File: config.mk
export PLATFORM = sky130hd
export DESIGN_NAME = rx_fifo_trig
export DESIGN_NICKNAME = d
export VERILOG_FILES = /design/src/rtl/rxq_pkg.sv /design/src/rtl/rxq_store.sv /design/src/rtl/rxq_hold.sv /design/src/rtl/rxq_trigger.sv /design/src/rtl/rx_fifo_trig.sv
export SDC_FILE = /design/constraint.sdc
export NUM_CORES = 1
export LEC_CHECK = 0
export CAP_MARGIN = 20
export CELL_PAD_IN_SITES_DETAIL_PLACEMENT = 1
export CELL_PAD_IN_SITES_GLOBAL_PLACEMENT = 1
export CORE_MARGIN = 1.5
export CORE_UTILIZATION = 52
export CTS_CLUSTER_SIZE = 16
export DETAILED_ROUTE_END_ITERATION = 6
export PLACE_DENSITY_LB_ADDON = 0.1
export RECOVER_POWER = 50
export SETUP_SLACK_MARGIN = 0.05
export SYNTH_ARGS = -nofsm -noshare
export SYNTH_HDL_FRONTEND = slang
export SYNTH_SLANG_ARGS = --single-unit
File: constraint.sdc
create_clock -name clk -period 6.54 [get_ports clk]
set_input_delay 0.654 -clock clk [delete_from_list [all_inputs] [get_ports clk]]
set_output_delay 0.654 -clock clk [all_outputs]
set_load 0.1 [all_outputs]
File: src/rtl/rxq_pkg.sv
package rxq_pkg;

    localparam int unsigned RXQ_DW    = 8;
    localparam int unsigned RXQ_DEPTH = 16;

    typedef enum logic [1:0] {
        TRIG_ONE       = 2'd0,
        TRIG_QUARTER   = 2'd1,
        TRIG_HALF      = 2'd2,
        TRIG_NEAR_FULL = 2'd3
    } trig_sel_e;

    typedef struct packed {
        logic              valid;
        logic [RXQ_DW-1:0] data;
    } rx_beat_t;

    // Interrupt threshold in bytes for a given select and queue depth
    function automatic int unsigned trig_level(trig_sel_e sel, int unsigned depth);
        case (sel)
            TRIG_ONE:       return 1;
            TRIG_QUARTER:   return depth / 4;
            TRIG_HALF:      return depth / 2;
            default:        return depth - 2;
        endcase
    endfunction

endpackage

File: src/rtl/rxq_store.sv
module rxq_store
    import rxq_pkg::*;
#(
    parameter int unsigned DEPTH = RXQ_DEPTH
) (
    input  logic                           clk,
    input  logic                           rst,
    input  logic                           clr,
    input  rx_beat_t                       wr_beat,
    input  logic                           rd,
    output logic [RXQ_DW-1:0]              head,
    output logic [$clog2(DEPTH+1)-1:0]     count,
    output logic                           full
);
    localparam int unsigned PTR_W = $clog2(DEPTH);
    localparam int unsigned CNT_W = $clog2(DEPTH+1);

    logic [RXQ_DW-1:0] mem [DEPTH];
    logic [PTR_W-1:0]  wp, rp;
    logic              do_wr, do_rd;

    function automatic logic [PTR_W-1:0] step(logic [PTR_W-1:0] p);
        return (p == PTR_W'(DEPTH - 1)) ? '0 : p + 1'b1;
    endfunction

    assign full  = (count == CNT_W'(DEPTH));
    assign do_wr = wr_beat.valid && !full;
    assign do_rd = rd && (count != '0);
    assign head  = mem[rp];

    always_ff @(posedge clk) begin
        if (do_wr && !clr && !rst)
            mem[wp] <= wr_beat.data;
    end

    always_ff @(posedge clk) begin
        if (rst || clr) begin
            wp    <= '0;
            rp    <= '0;
            count <= '0;
        end else begin
            if (do_wr) wp <= step(wp);
            if (do_rd) rp <= step(rp);
            case ({do_wr, do_rd})
                2'b10:   count <= count + 1'b1;
                2'b01:   count <= count - 1'b1;
                default: count <= count;
            endcase
        end
    end

endmodule

File: src/rtl/rxq_hold.sv
module rxq_hold
    import rxq_pkg::*;
(
    input  logic              clk,
    input  logic              rst,
    input  logic              clr,
    input  rx_beat_t          wr_beat,
    input  logic              rd,
    output logic [RXQ_DW-1:0] data,
    output logic              ready
);
    always_ff @(posedge clk) begin
        if (rst || clr) begin
            data  <= '0;
            ready <= 1'b0;
        end else if (wr_beat.valid) begin
            data  <= wr_beat.data;
            ready <= 1'b1;
        end else if (rd) begin
            ready <= 1'b0;
        end
    end

endmodule

File: src/rtl/rxq_trigger.sv
module rxq_trigger
    import rxq_pkg::*;
#(
    parameter int unsigned DEPTH = RXQ_DEPTH
) (
    input  logic                       enable,
    input  trig_sel_e                  sel,
    input  logic [$clog2(DEPTH+1)-1:0] count,
    output logic                       irq
);
    localparam int unsigned CNT_W = $clog2(DEPTH+1);

    logic [CNT_W-1:0] level;

    assign level = CNT_W'(trig_level(sel, DEPTH));
    assign irq   = enable && (count >= level);

endmodule

File: src/rtl/rx_fifo_trig.sv
module rx_fifo_trig
    import rxq_pkg::*;
#(
    parameter int unsigned DEPTH = RXQ_DEPTH
) (
    input  logic                       clk,
    input  logic                       rst,
    input  logic                       fifo_en,
    input  logic                       fifo_clr,
    input  logic [1:0]                 trig_sel,
    input  logic                       push_valid,
    input  logic [RXQ_DW-1:0]          push_data,
    input  logic                       rd_en,
    input  logic                       ovr_rd,
    output logic [RXQ_DW-1:0]          rd_data,
    output logic                       data_ready,
    output logic [$clog2(DEPTH+1)-1:0] fill_level,
    output logic                       irq,
    output logic                       overrun
);
    localparam int unsigned CNT_W = $clog2(DEPTH+1);

    rx_beat_t          q_beat, h_beat;
    logic [RXQ_DW-1:0] q_head, h_data;
    logic [CNT_W-1:0]  q_count;
    logic              q_full, h_ready, q_irq, ovr_set;

    assign q_beat = '{valid: push_valid && fifo_en,  data: push_data};
    assign h_beat = '{valid: push_valid && !fifo_en, data: push_data};

    rxq_store #(.DEPTH(DEPTH)) u_store (
        .clk     (clk),
        .rst     (rst),
        .clr     (fifo_clr || !fifo_en),
        .wr_beat (q_beat),
        .rd      (rd_en && fifo_en),
        .head    (q_head),
        .count   (q_count),
        .full    (q_full)
    );

    rxq_hold u_hold (
        .clk     (clk),
        .rst     (rst),
        .clr     (fifo_en),
        .wr_beat (h_beat),
        .rd      (rd_en && !fifo_en),
        .data    (h_data),
        .ready   (h_ready)
    );

    rxq_trigger #(.DEPTH(DEPTH)) u_trig (
        .enable (fifo_en),
        .sel    (trig_sel_e'(trig_sel)),
        .count  (q_count),
        .irq    (q_irq)
    );

    assign data_ready = fifo_en ? (q_count != '0) : h_ready;
    assign fill_level = fifo_en ? q_count : CNT_W'(h_ready);
    assign irq        = fifo_en ? q_irq : h_ready;
    assign rd_data    = !data_ready ? '0 : (fifo_en ? q_head : h_data);

    assign ovr_set = push_valid && (fifo_en ? (q_full && !fifo_clr)
                                            : (h_ready && !rd_en));

    always_ff @(posedge clk) begin
        if (rst)          overrun <= 1'b0;
        else if (ovr_set) overrun <= 1'b1;
        else if (ovr_rd)  overrun <= 1'b0;
    end

endmodule

==> flow_metrics.py <==
metrics = {
    "drt": {
        "drt_wl_total_mm": 15.5,
        "drt_pass1_iterations": 4,
        "ant_nets": 0,
        "dr_total_vias": 3893,
        "detail_route.vias_per_cell": 5.83,
        "initialDrtViolationCount": 286,
        "avgRoutedWirePerCell_um": 23.2,
        "remaining_drc_errors": 0,
    },
    "global_route": {
        "grt_first_pass_wirelength_mm": 23.5,
        "antenna_found_initial": 0,
        "grt_start_max_net_pins": 40,
        "grt_use_total_pct": 24.9,
        "grt_overflow": 0,
        "vias_in_the_first_global_route": 4082,
    },
    "worst_setup_path": {
        "cp_num_buf_inv": 2,
        "cpLargestDelayFamily": "buffers and inverters",
        "critical_path.cell_chain": "buf_4 -> mux2i_1 -> o22ai_1 -> nor4_1 -> o21ai_1 -> clkdlybuf4s50_1",
        "setup.worst_path.end_class": "primary output",
        "crit_slowest_cell": "clkdlybuf4s50_1",
        "setup.worst_path.class": "flip-flop to primary output",
        "crit_arrival_ns": 3.85,
        "required_ns": 5.89,
        "timing.critical_path.from_type": "flip-flop",
        "path_max_fanout": 39,
        "critPathMaxStageDelay_ns": 0.99,
    },
    "logic_synthesis": {
        "post_synth_inst_count": 457,
        "seq_area_frac_synth_pct": 66.4,
        "synth.lib_cells_used.distinct": 59,
        "synthTopCellsByArea": "edfxtp_1, mux2i_1, dfxtp_1",
        "ys_ff_latch": 155,
        "synth_async_sr_flop_share_pct": 0,
        "synthesized_nets": 487,
        "warnings_from_yosys": 0,
        "synth_largest_area_cell": "edfxtp_1",
        "synth-edff-count": 128,
        "ys_dominant_reg_cell": "edfxtp_1",
        "average_size_of_a_mapped_cell_sq_um": 14.5,
        "share_of_yosys_cell_area_claimed_by_the_top_area_cell_type_pct": 58.2,
        "syn-cell-area_sq_um": 6610,
    },
    "finish": {
        "net_count_reported_at_finish": 517,
        "area.growth.synth_to_final_pct": 13.6,
        "layout-drive-gt1-share_pct": 10.2,
        "filler_cell_count": 1199,
        "antenna_cells_inserted": 0,
    },
    "floorplanning": {
        "io_pins": 33,
        "die-width_um": 116,
        "effective_utilization_at_floorplan_pct": 54.1,
        "fp.dieH_um": 116,
        "floorplan.die_area_sq_um": 13400,
        "placeableCoreArea_sq_um": 12200,
        "rows": 40,
    },
    "pwr": {
        "seq_power_share_pct": 53.8,
        "p_sw_mw": 0.412,
        "combinational_power_share_pct": 3.3,
        "pwr_density_cell_nw_per_um2": 265,
        "clkPwrFrac_pct": 42.9,
        "leakagePower_nw": 2.42,
        "vdd_ir_drop_max_mv": 0.203,
        "power.share.switching_pct": 20.7,
        "internal_power_mw": 1.58,
    },
    "status": {
        "status": "completed",
    },
    "cts": {
        "numCtsBuffers": 17,
        "post_cts_buffers": 0,
        "cts_resized": 0,
        "clock_tree.root_cell": "clkbuf_16",
        "hold_fix_buffers_at_cts": 0,
        "worstSkewPairLatency_ns": 0.42,
        "max-clock-path-buffers": 2,
        "cts_tree": "built",
        "clock_tree.htree_level_count": 4,
        "cts.sink_count": 155,
        "worst_setup_hold_path_clk_slew_ns": 0.06,
    },
    "sta": {
        "timing.fmax_mhz": 222,
        "finalHoldWorstSlack_ns": 0.498,
        "timing_max_transition_violations_final": 0,
        "post-route-period-util_pct": 68.8,
        "hold_violations": 0,
        "tightest_slew_ns": 0.998,
        "grt_setup_unrepaired": "no",
        "totalNegativeSetupSlack_ns": 0,
        "final.setup_skew_ns": 0.00712,
        "relSlewSlack_pct": 33.3,
        "report.final.setup_viol": 0,
        "timing.final.crit_period_ns": 4.50,
    },
    "placed_design": {
        "buffer_ports.inserted": 32,
        "gp_routability_congestion": 0.802,
        "place_hpwl_mm": 10.0,
    },
    "worst_hold_path": {
        "timing.hold.worst.class": "flip-flop to flip-flop",
    },
    "flow_run": {
        "maxCapViolations": 0,
    },
}
stage by stage:
step / std cells / worst slack [ns] / total power [mW] / util, % / area (sq um)
6_report: 668 / 2.04 / 1.99 / 61.5 / 7510
3_5_place_dp: 635 / 2.47 / 1.16 / 57.4 / 7010
5_1_grt: 668 / 1.88 / 2.04 / 61.5 / 7510
2_1_floorplan: 457 / 3.19 / 1.13 / - / 6610
4_1_cts: 667 / 2.02 / 2.00 / 61.5 / 7510
3_3_place_gp: 635 / 2.55 / 1.16 / 57.4 / 7010
area by class of cell:
type                    count  area (sq um)  area share, %
flip-flops and latches    155          4390           58.5
multi-input cells         268          2020           26.9
clock buffers              23           458           6.10
repair buffers             35           340           4.53
well taps                 168           210           2.80
clock inverters             9          51.3          0.683
inverters                  10          38.8          0.517
layer usage:
layer	share of wire (%)	up-vias	GRT usage, %
met4	2.7	0	11.5
met3	4.8	23	5.02
li1	-	1803	-
met5	0	-	0
met1	43	1971	32.3
met2	49	96	40.9
cell families (layout without fill, tap and decap cells):
group | count (synthesis) | after routing | synth area share (%)
flops | 155 | 155 | 66.4
simple gates | 105 | 105 | 8.90
mux | 74 | 74 | 11.6
compound gates | 70 | 70 | 7.01
buf+inv | 34 | 77 | 2.86
fa+ha+maj | 13 | 13 | 2.46
xor+xnor | 6 | 6 | 0.796
sequential cells by signal (all words and copies together), names as in the netlist, named ones only:
register       cells
u_store.rp         4
u_hold.ready       1
u_hold.data        8
u_store.wp         4
u_store.mem      128
overrun            1
u_store.count      5
cell usage in the layout (no fill, tap or decap), drive strengths merged, types with 10 or more instances in the layout:
master and count:
a21oi 13, and2 15, clkbuf 23, clkdlybuf4s50 22, dfxtp 27, dlygate4sd3 10
edfxtp 128, ha 13, mux2 17, mux2i 57, nand2 23, nor2 24
o21ai 11, o22ai 25
cell usage after synthesis (all sizes together) (2+ instances only):
| master | count |
|---|---|
| and4 | 3 |
| mux2 | 17 |
| nor3 | 3 |
| or2 | 3 |
| nor2b | 3 |
| and2 | 15 |
| o21ai | 11 |
| or3b | 2 |
| nor2 | 24 |
| clkbuf | 9 |
| a22o | 8 |
| xor2 | 4 |
| nor4 | 9 |
| xnor2 | 2 |
| nand2b | 3 |
| buf | 15 |
| ha | 13 |
| nor3b | 3 |
| nand3 | 5 |
| a21oi | 13 |
| inv | 10 |
| dfxtp | 27 |
| a21o | 2 |
| a211o | 2 |
| a31oi | 3 |
| edfxtp | 128 |
| nand3b | 3 |
| nand2 | 23 |
| mux2i | 57 |
| o22ai | 25 |
worst reg2reg max path: stages, from the launching register on:
cell	delay (ns)
dfxtp_1	0.44
nor4_4	0.38
a21bo_1	0.41
or2_0	0.32
clkinvlp_2	0.34
ha_1	0.37
xor2_1	0.18
ha_1	0.23
a211o_2	0.31
a211o_1	0.28
a31oi_1	0.17
xnor2_1	0.14
nor2_1	0.05
power groups by stage:
stage | Clock, mW | Combinational, mW | Sequential (mW)
after floorplan | 0 | 0.0332 | 1.09
after global placement | 0 | 0.0643 | 1.09
after detailed placement | 0 | 0.0663 | 1.09
after CTS | 0.865 | 0.0669 | 1.07
after global routing | 0.902 | 0.0694 | 1.07
final | 0.854 | 0.0650 | 1.07
worst paths after layout:
check                                start  slack (ns)                             to  depth (start not counted)
max                              flip-flop        2.04                     rd_data[2]                          6
max reg2reg  u_store.count[1]$_SDFFE_PP0P_        2.81  u_store.count[4]$_SDFFE_PP0P_                         12
min reg2reg    u_hold.data[3]$_SDFFE_PP0P_        0.50    u_hold.data[3]$_SDFFE_PP0P_                          2
min            u_hold.data[3]$_SDFFE_PP0P_        0.50    u_hold.data[3]$_SDFFE_PP0P_                          2
Power figures use the tool's default switching activity.
